<file path="src/rtl/hzu_pkg.sv">
package hzu_pkg;
   typedef enum logic [1:0] {
      SRC_RF  = 2'b00,
      SRC_WB  = 2'b01,
      SRC_EXM = 2'b10
   } opnd_src_e;
endpackage

</file>
<file path="src/rtl/hzu_decode.sv">
module hzu_decode #(
   parameter int INSTR_W     = 32,
   parameter int REG_AW      = 5,
   parameter int OP_W        = 6,
   parameter int OP_LSB      = 26,
   parameter int RS_LSB      = 21,
   parameter int RT_LSB      = 16,
   parameter int RD_LSB      = 11,
   parameter logic [5:0] OP_RTYPE = 6'h00,
   parameter logic [5:0] OP_STORE = 6'h2B,
   parameter logic [5:0] OP_BEQ   = 6'h04,
   parameter logic [5:0] OP_BNE   = 6'h05,
   parameter bit PRECISE_USE = 1'b1
) (
   input  logic [INSTR_W-1:0] instr,
   output logic [REG_AW-1:0]  rs,
   output logic [REG_AW-1:0]  rt,
   output logic [REG_AW-1:0]  dst,
   output logic               reads_rt
);
   logic [OP_W-1:0] op;
   logic            is_rtype;

   assign op       = instr[OP_LSB +: OP_W];
   assign rs       = instr[RS_LSB +: REG_AW];
   assign rt       = instr[RT_LSB +: REG_AW];
   assign is_rtype = (op == OP_RTYPE[OP_W-1:0]);

   // register-register writes rd; immediate formats write rt
   assign dst = is_rtype ? instr[RD_LSB +: REG_AW] : rt;

   generate
      if (PRECISE_USE) begin : g_exact
         assign reads_rt = is_rtype
                        || (op == OP_STORE[OP_W-1:0])
                        || (op == OP_BEQ[OP_W-1:0])
                        || (op == OP_BNE[OP_W-1:0]);
      end else begin : g_conservative
         assign reads_rt = 1'b1;
      end
   endgenerate
endmodule

</file>
<file path="src/rtl/hzu_operand_sel.sv">
module hzu_operand_sel
   import hzu_pkg::*;
#(
   parameter int REG_AW        = 5,
   parameter bit ZERO_IS_CONST = 1'b1
) (
   input  logic [REG_AW-1:0] src,
   input  logic [REG_AW-1:0] exm_dst,
   input  logic              exm_wen,
   input  logic [REG_AW-1:0] mwb_dst,
   input  logic              mwb_wen,
   output opnd_src_e         sel
);
   logic src_live;
   logic hit_exm;
   logic hit_wb;

   generate
      if (ZERO_IS_CONST) begin : g_zero_const
         assign src_live = |src;
      end else begin : g_zero_plain
         assign src_live = 1'b1;
      end
   endgenerate

   assign hit_exm = src_live && exm_wen && (exm_dst == src);
   assign hit_wb  = src_live && mwb_wen && (mwb_dst == src);

   always_comb begin
      if (hit_exm)     sel = SRC_EXM;
      else if (hit_wb) sel = SRC_WB;
      else             sel = SRC_RF;
   end
endmodule

</file>
<file path="src/rtl/hzu_loaduse.sv">
module hzu_loaduse #(
   parameter int REG_AW        = 5,
   parameter bit ZERO_IS_CONST = 1'b1
) (
   input  logic              ex_is_load,
   input  logic [REG_AW-1:0] ex_rt,
   input  logic [REG_AW-1:0] id_rs,
   input  logic [REG_AW-1:0] id_rt,
   input  logic              id_reads_rt,
   output logic              stall
);
   logic tgt_live;

   generate
      if (ZERO_IS_CONST) begin : g_zero_const
         assign tgt_live = |ex_rt;
      end else begin : g_zero_plain
         assign tgt_live = 1'b1;
      end
   endgenerate

   assign stall = ex_is_load && tgt_live
               && ((ex_rt == id_rs) || (id_reads_rt && (ex_rt == id_rt)));
endmodule

</file>
<file path="src/rtl/hzu_fwd_unit.sv">
module hzu_fwd_unit
   import hzu_pkg::*;
#(
   parameter int INSTR_W       = 32,
   parameter int REG_AW        = 5,
   parameter int OP_LSB        = 26,
   parameter int RS_LSB        = 21,
   parameter int RT_LSB        = 16,
   parameter int RD_LSB        = 11,
   parameter bit ZERO_IS_CONST = 1'b1,
   parameter bit PRECISE_USE   = 1'b1
) (
   input  logic [INSTR_W-1:0] id_instr,
   input  logic [REG_AW-1:0]  ex_rs,
   input  logic [REG_AW-1:0]  ex_rt,
   input  logic               ex_is_load,
   input  logic [REG_AW-1:0]  exm_dst,
   input  logic               exm_wen,
   input  logic [REG_AW-1:0]  mwb_dst,
   input  logic               mwb_wen,
   output logic [1:0]         sel_a,
   output logic [1:0]         sel_b,
   output logic               hold_front,
   output logic               bubble_idex,
   output logic [REG_AW-1:0]  id_dst
);
   localparam int OP_W    = INSTR_W - OP_LSB;
   localparam int N_OPND  = 2;

   generate
      if (OP_W != 6) begin : g_bad_op
         $error("opcode field must be 6 bits wide");
      end
      if (RS_LSB + REG_AW > OP_LSB || RT_LSB + REG_AW > RS_LSB
          || RD_LSB + REG_AW > RT_LSB) begin : g_bad_fields
         $error("register fields overlap");
      end
   endgenerate

   logic [REG_AW-1:0] id_rs;
   logic [REG_AW-1:0] id_rt;
   logic              id_reads_rt;
   logic              stall;
   logic [REG_AW-1:0] opnd_src [N_OPND];
   opnd_src_e         opnd_sel [N_OPND];

   hzu_decode #(
      .INSTR_W (INSTR_W), .REG_AW (REG_AW), .OP_W (OP_W),
      .OP_LSB (OP_LSB), .RS_LSB (RS_LSB), .RT_LSB (RT_LSB), .RD_LSB (RD_LSB),
      .PRECISE_USE (PRECISE_USE)
   ) u_dec (
      .instr    (id_instr),
      .rs       (id_rs),
      .rt       (id_rt),
      .dst      (id_dst),
      .reads_rt (id_reads_rt)
   );

   assign opnd_src[0] = ex_rs;
   assign opnd_src[1] = ex_rt;

   generate
      for (genvar g = 0; g < N_OPND; g++) begin : g_opnd
         hzu_operand_sel #(
            .REG_AW (REG_AW), .ZERO_IS_CONST (ZERO_IS_CONST)
         ) u_sel (
            .src     (opnd_src[g]),
            .exm_dst (exm_dst),
            .exm_wen (exm_wen),
            .mwb_dst (mwb_dst),
            .mwb_wen (mwb_wen),
            .sel     (opnd_sel[g])
         );
      end
   endgenerate

   assign sel_a = opnd_sel[0];
   assign sel_b = opnd_sel[1];

   hzu_loaduse #(
      .REG_AW (REG_AW), .ZERO_IS_CONST (ZERO_IS_CONST)
   ) u_lu (
      .ex_is_load  (ex_is_load),
      .ex_rt       (ex_rt),
      .id_rs       (id_rs),
      .id_rt       (id_rt),
      .id_reads_rt (id_reads_rt),
      .stall       (stall)
   );

   // one stall drives both the front-end freeze and the bubble
   assign hold_front  = stall;
   assign bubble_idex = stall;
endmodule

</file>
<file path="config.mk">
export PLATFORM = sky130hd
export DESIGN_NAME = hzu_fwd_unit
export DESIGN_NICKNAME = d
export VERILOG_FILES = /design/src/rtl/hzu_pkg.sv /design/src/rtl/hzu_decode.sv /design/src/rtl/hzu_operand_sel.sv /design/src/rtl/hzu_loaduse.sv /design/src/rtl/hzu_fwd_unit.sv
export SDC_FILE = /design/constraint.sdc
export NUM_CORES = 1
export LEC_CHECK = 0
export BUFFER_PORTS_ARGS = -buffer_cell sky130_fd_sc_hd__buf_2
export CAP_MARGIN = 30
export CORE_UTILIZATION = 28
export DETAILED_ROUTE_END_ITERATION = 10
export PLACE_DENSITY = 0.71
export SETUP_SLACK_MARGIN = 0.05
export SYNTH_ARGS = -nofsm -noshare
export SYNTH_HDL_FRONTEND = slang
export SYNTH_HIERARCHICAL = 1
export SYNTH_SLANG_ARGS = --single-unit
</file>
<file path="constraint.sdc">
create_clock -name vclk -period 2.6
set_input_delay 0.78 -clock vclk [all_inputs]
set_output_delay 0.78 -clock vclk [all_outputs]
set_load 0.02 [all_outputs]
</file>
# [Word-level counts from Yosys, hierarchy flattened]
# Cells that the tools add are included.
[word_totals] regBits=0 latchBits=0 ram_bits=0 mem_bits_ro=0 out_inout_bits=11 elab_cells=32 memories=0
[classes] n_addsub=0 n_mul=0 div=0 magnitude_cmp=0 n_eq_ne=9 n_shift=0 mux=5 bitwise=0 n_reduce_logical=18
[op_table] op="5-bit equality test" count=6
[op_table] op="6-bit by 3-bit equality test with 1-bit output, second input constant" count=2
[op_table] op="1-bit logical AND" count=11
[op_table] op="5-bit OR reduction" count=2
[op_table] op="6-bit equality test, second input constant" count=1
[op_table] op="6-bit zero test" count=1
[op_table] op="5-bit two-way mux" count=1
[op_table] op="1-bit logical OR" count=4
[op_table] op="2-bit two-way mux" count=2
[op_table] op="1-bit two-way mux" count=2

# [Depth between registers and ports, before layout]
[logic_depth] word_depth=7 ltp_mapped=6 mapped_depth_nobuf=5

# [Modules after synthesis]
# Netlist, hierarchy kept.
[by_module_without_submodules] mod="hzu_operand_sel" n_inst=2 cells_per_inst=19 area_per_inst_um2=146.4 seq_area_each_um2=0.0
[by_module_without_submodules] mod="hzu_decode" n_inst=1 cells_per_inst=22 area_per_inst_um2=176.4 seq_area_each_um2=0.0
[by_module_without_submodules] mod="hzu_loaduse" n_inst=1 cells_per_inst=17 area_per_inst_um2=132.6 seq_area_each_um2=0.0
[by_module_without_submodules] mod="hzu_fwd_unit" n_inst=1 cells_per_inst=1 area_per_inst_um2=7.5 seq_area_each_um2=0.0

# [Least setup slack after synthesis]
# OpenSTA, ideal clock, no wires.
[synth_timing] path_kind="input port to output port" startpoint="input port ex_rs[2]" endpoint="output port sel_a[0]" arrival_ns=2.135 path_slack_ns=-0.315 cell_stages=3 cell_sequence="xnor2_1 -> and2_1 -> a2111oi_0"
[synth_via] elab_chain_cells=5 elab_cells_between_ends=9 classes_between="eq/ne: 2; mux: 2; reduce/logical: 5"
[synth_lines] element="start, declared" line_no="hzu_fwd_unit.sv:14" source="input logic [REG_AW-1:0] ex_rs,"
[synth_lines] element="5-bit OR reduction" line_no="hzu_operand_sel.sv:20" source="assign src_live = |src;"
[synth_lines] element="1-bit logical AND (2 in series)" line_no="hzu_operand_sel.sv:27" source="assign hit_wb = src_live && mwb_wen && (mwb_dst == src);"
[synth_lines] element="1-bit two-way mux" line_no="hzu_operand_sel.sv:31" source="else if (hit_wb) sel = SRC_WB;"
[synth_lines] element="2-bit two-way mux *" line_no="hzu_operand_sel.sv:30" source="if (hit_exm) sel = SRC_EXM;"
[synth_lines] element="end, declared" line_no="hzu_fwd_unit.sv:21" source="output logic [1:0] sel_a,"
# Every way passes the cells marked *; elsewhere a longest branch is shown, timed or not.

# [Worst setup path in the final report]
[layout_timing] startpoint="input port ex_rs[4]" endpoint="output port sel_a[1]"
[layout_via] elab_chain_cells=4 elab_cells_between_ends=5 classes_between="eq/ne: 1; mux: 1; reduce/logical: 3"
[layout_lines] element="5-bit OR reduction" line_no="hzu_operand_sel.sv:20"
[layout_lines] element="1-bit logical AND" line_no="hzu_operand_sel.sv:26" source="assign hit_exm = src_live && exm_wen && (exm_dst == src);"
[layout_lines] element="1-bit logical AND *" line_no="hzu_operand_sel.sv:26"
[layout_lines] element="2-bit two-way mux *" line_no="hzu_operand_sel.sv:30"
# Marked as above.

==> impl_metrics.csv <==
group,metric,value,unit
run_status,status,"finished, violations left",
run_status,violations,"setup timing",
global_route,track_usage,0.156,
timing,max_freq,380,MHz
floorplan,placementRows,16,
floorplan,die_area,0.00237,mm2
floorplan,start_util,0.304,
global_route,grt_pass1_wl,3.11,mm
synth,yosys_warnings,6,
synth,syn-num-nets,133,
setup_path,critPathCaptureType,"output pin",
pwr,p_leak,0.504,nW
pwr,ir_drop,0.0783,mV
timing,fin_hold_ws,1.90,ns
timing,worstMarginPinSlew,0.289,ns
placement,place.detailed.hpwl,1.56,mm
drt,via_per_inst,4.78,
global_route,gr-total-overflow,0,
timing,grt_setup_unrepaired,"yes",
finish,drive_gt1_frac,0.695,
timing,final.period_utilization,1.01,
timing,fin_crit,2.63,ns
finish,seq_area,0,um2
drt,drc,0,
setup_path,required,1.82,ns
drt,antenna_left,0,
setup_path,worst_ep_arrival_time,1.85,ns
global_route,antenna_found_initial,0,
floorplan,core,0.00200,mm2
finish,design.seq.count,0,
timing,timing.final.ws_setup,-0.0311,ns
placement,numPortBuffers,55,
timing,drv_slew,0,
drt,wl_per_cell,11.8,um
drt,drt_first_pass_iters,4,
run,maxCapViolations,0,
floorplan,die_height,48.7,um
finish,diodes,0,
finish,syn_to_final_growth,84.0,%
timing,hold_viol,0,
synth,synthCells,78,
synth,netlist-cell-type-count,21,
floorplan,die_w,48.7,um
setup_path,worst_setup_path_start_kind,"primary input",
drt,routed_wl,1.86,mm
setup_path,max_stage_delay,0.53,ns
drt,num_vias,755,
placement,gp_congestion,0.747,
synth,syn_area_per_cell,7.81,um2
drt,initialDrtViolationCount,5,
finish,nNetsFinal,188,
setup_path,crit_chain,"buf_6 > or4_4 > nor2_4 > and3b_1 > buf_6",
setup_path,cp_max_fo,3,
synth,syn_area,609,um2
synth,ys_seq_area_frac,0,
global_route,grt_start_max_net_pins,7,
setup_path,path_class,"in -> out",
timing,slew-limit-headroom,0.806,
finish,clockBufferCount,0,
pwr,power_density,148,mW/mm2
global_route,grt_pass1_vias,818,
timing,setup_viol_count_final,4,
floorplan,ios,66,
min_path,hp-class,"in -> out",
timing,setup_tns,-0.104,ns
setup_path,crit_top_cell,"buf_6",
setup_path,critical_path.slowest_cell,"or4_4",
power breakdown:
part           internal, mW  switching (mW)
registers                 0               0
clock network             0               0
logic                0.0905          0.0755
total                0.0905          0.0755
critical path: cells and delay by family:
kind                   cells  cell delay (ns)
AND/OR/NAND/NOR            3             0.83
buffers and inverters      2             0.23
metal layers:
metal  up-vias  wire [um]  GRT usage
met5         -          0          0
met4         0          0    0.00490
met3         0        150     0.0126
met2        41       1020      0.352
met1       347        689      0.154
li1        367          -          -
cell usage after synthesis (all sizes together):
cell type / n / area [um2]
o21ai: 1 / 5.00
or4: 3 / 22.5
nor2: 2 / 7.51
and2: 2 / 12.5
mux2: 5 / 56.3
and3b: 2 / 17.5
a21oi: 2 / 10.0
a2111oi: 2 / 17.5
xnor2: 15 / 131
nor2b: 1 / 6.26
nand3: 2 / 10.0
nand2: 3 / 13.8
buf: 13 / 97.6
nor3: 3 / 20.0
nand2b: 1 / 6.26
nor4: 3 / 25.0
nand4: 3 / 18.8
xor2: 15 / 131
kinds of logic after synthesis:
group | Yosys count | synth area share
buffers and inverters | 13 | 0.160
AOI/OAI and AO/OA | 5 | 0.0534
and+or+nand+nor | 25 | 0.263
muxes | 5 | 0.0924
xor gates and xnor gates | 30 | 0.431
worst paths after layout:
path        from    endpoint  depth (start not counted)  slack [ns]
max     ex_rs[4]    sel_a[1]                          5       -0.03
min   ex_is_load  hold_front                          4        1.90
per-stage QoR:
stage / setup slack (ns) / power (mW) / cell area, um2 / util / instances
after floorplan: 0.0299 / 0.0778 / 641 / - / 78
after global placement: -0.0766 / 0.132 / 920 / 0.459 / 157
after detailed placement: -0.0891 / 0.137 / 920 / 0.459 / 157
after CTS: -0.0569 / 0.155 / 1050 / 0.524 / 158
after global routing: -0.0541 / 0.178 / 1120 / 0.560 / 158
final: -0.0311 / 0.166 / 1120 / 0.560 / 158
layout make-up:
| type | instances | area [um2] |
|---|---|---|
| multi-input combinational | 65 | 622 |
| fill | 184 | 881 |
| tap | 27 | 33.8 |
| timing repair buffer | 66 | 465 |
cells in the final DEF (no fill, tap or decap):
| master | instances |
|---|---|
| buf_6 | 10 |
| nor4_2 | 3 |
| or4_1 | 1 |
| o21ai_2 | 1 |
| and3b_1 | 2 |
| and2_1 | 2 |
| nand2_1 | 2 |
| nor2b_2 | 1 |
| a21oi_4 | 1 |
| xnor2_2 | 1 |
| nor3_4 | 1 |
| nand4_1 | 3 |
| buf_2 | 41 |
| buf_4 | 11 |
| nand2b_1 | 1 |
| mux2_2 | 5 |
| a2111oi_2 | 2 |
| buf_12 | 1 |
| a21oi_2 | 1 |
| nand3_1 | 1 |
| xor2_1 | 14 |
| nand3_2 | 1 |
| or4_4 | 2 |
| nor2_4 | 2 |
| nor3_2 | 2 |
| xor2_2 | 1 |
| nand2_4 | 1 |
| buf_8 | 3 |
| xnor2_1 | 14 |
repair_timing:
item	4_1_cts	5_1_grt
setup endpoints to repair	10	11
setup buffers	1	0
pin swaps	11	10
resized for setup	34	17
hold buffers	0	0
Note: power is estimated with default switching activity, not from simulation.
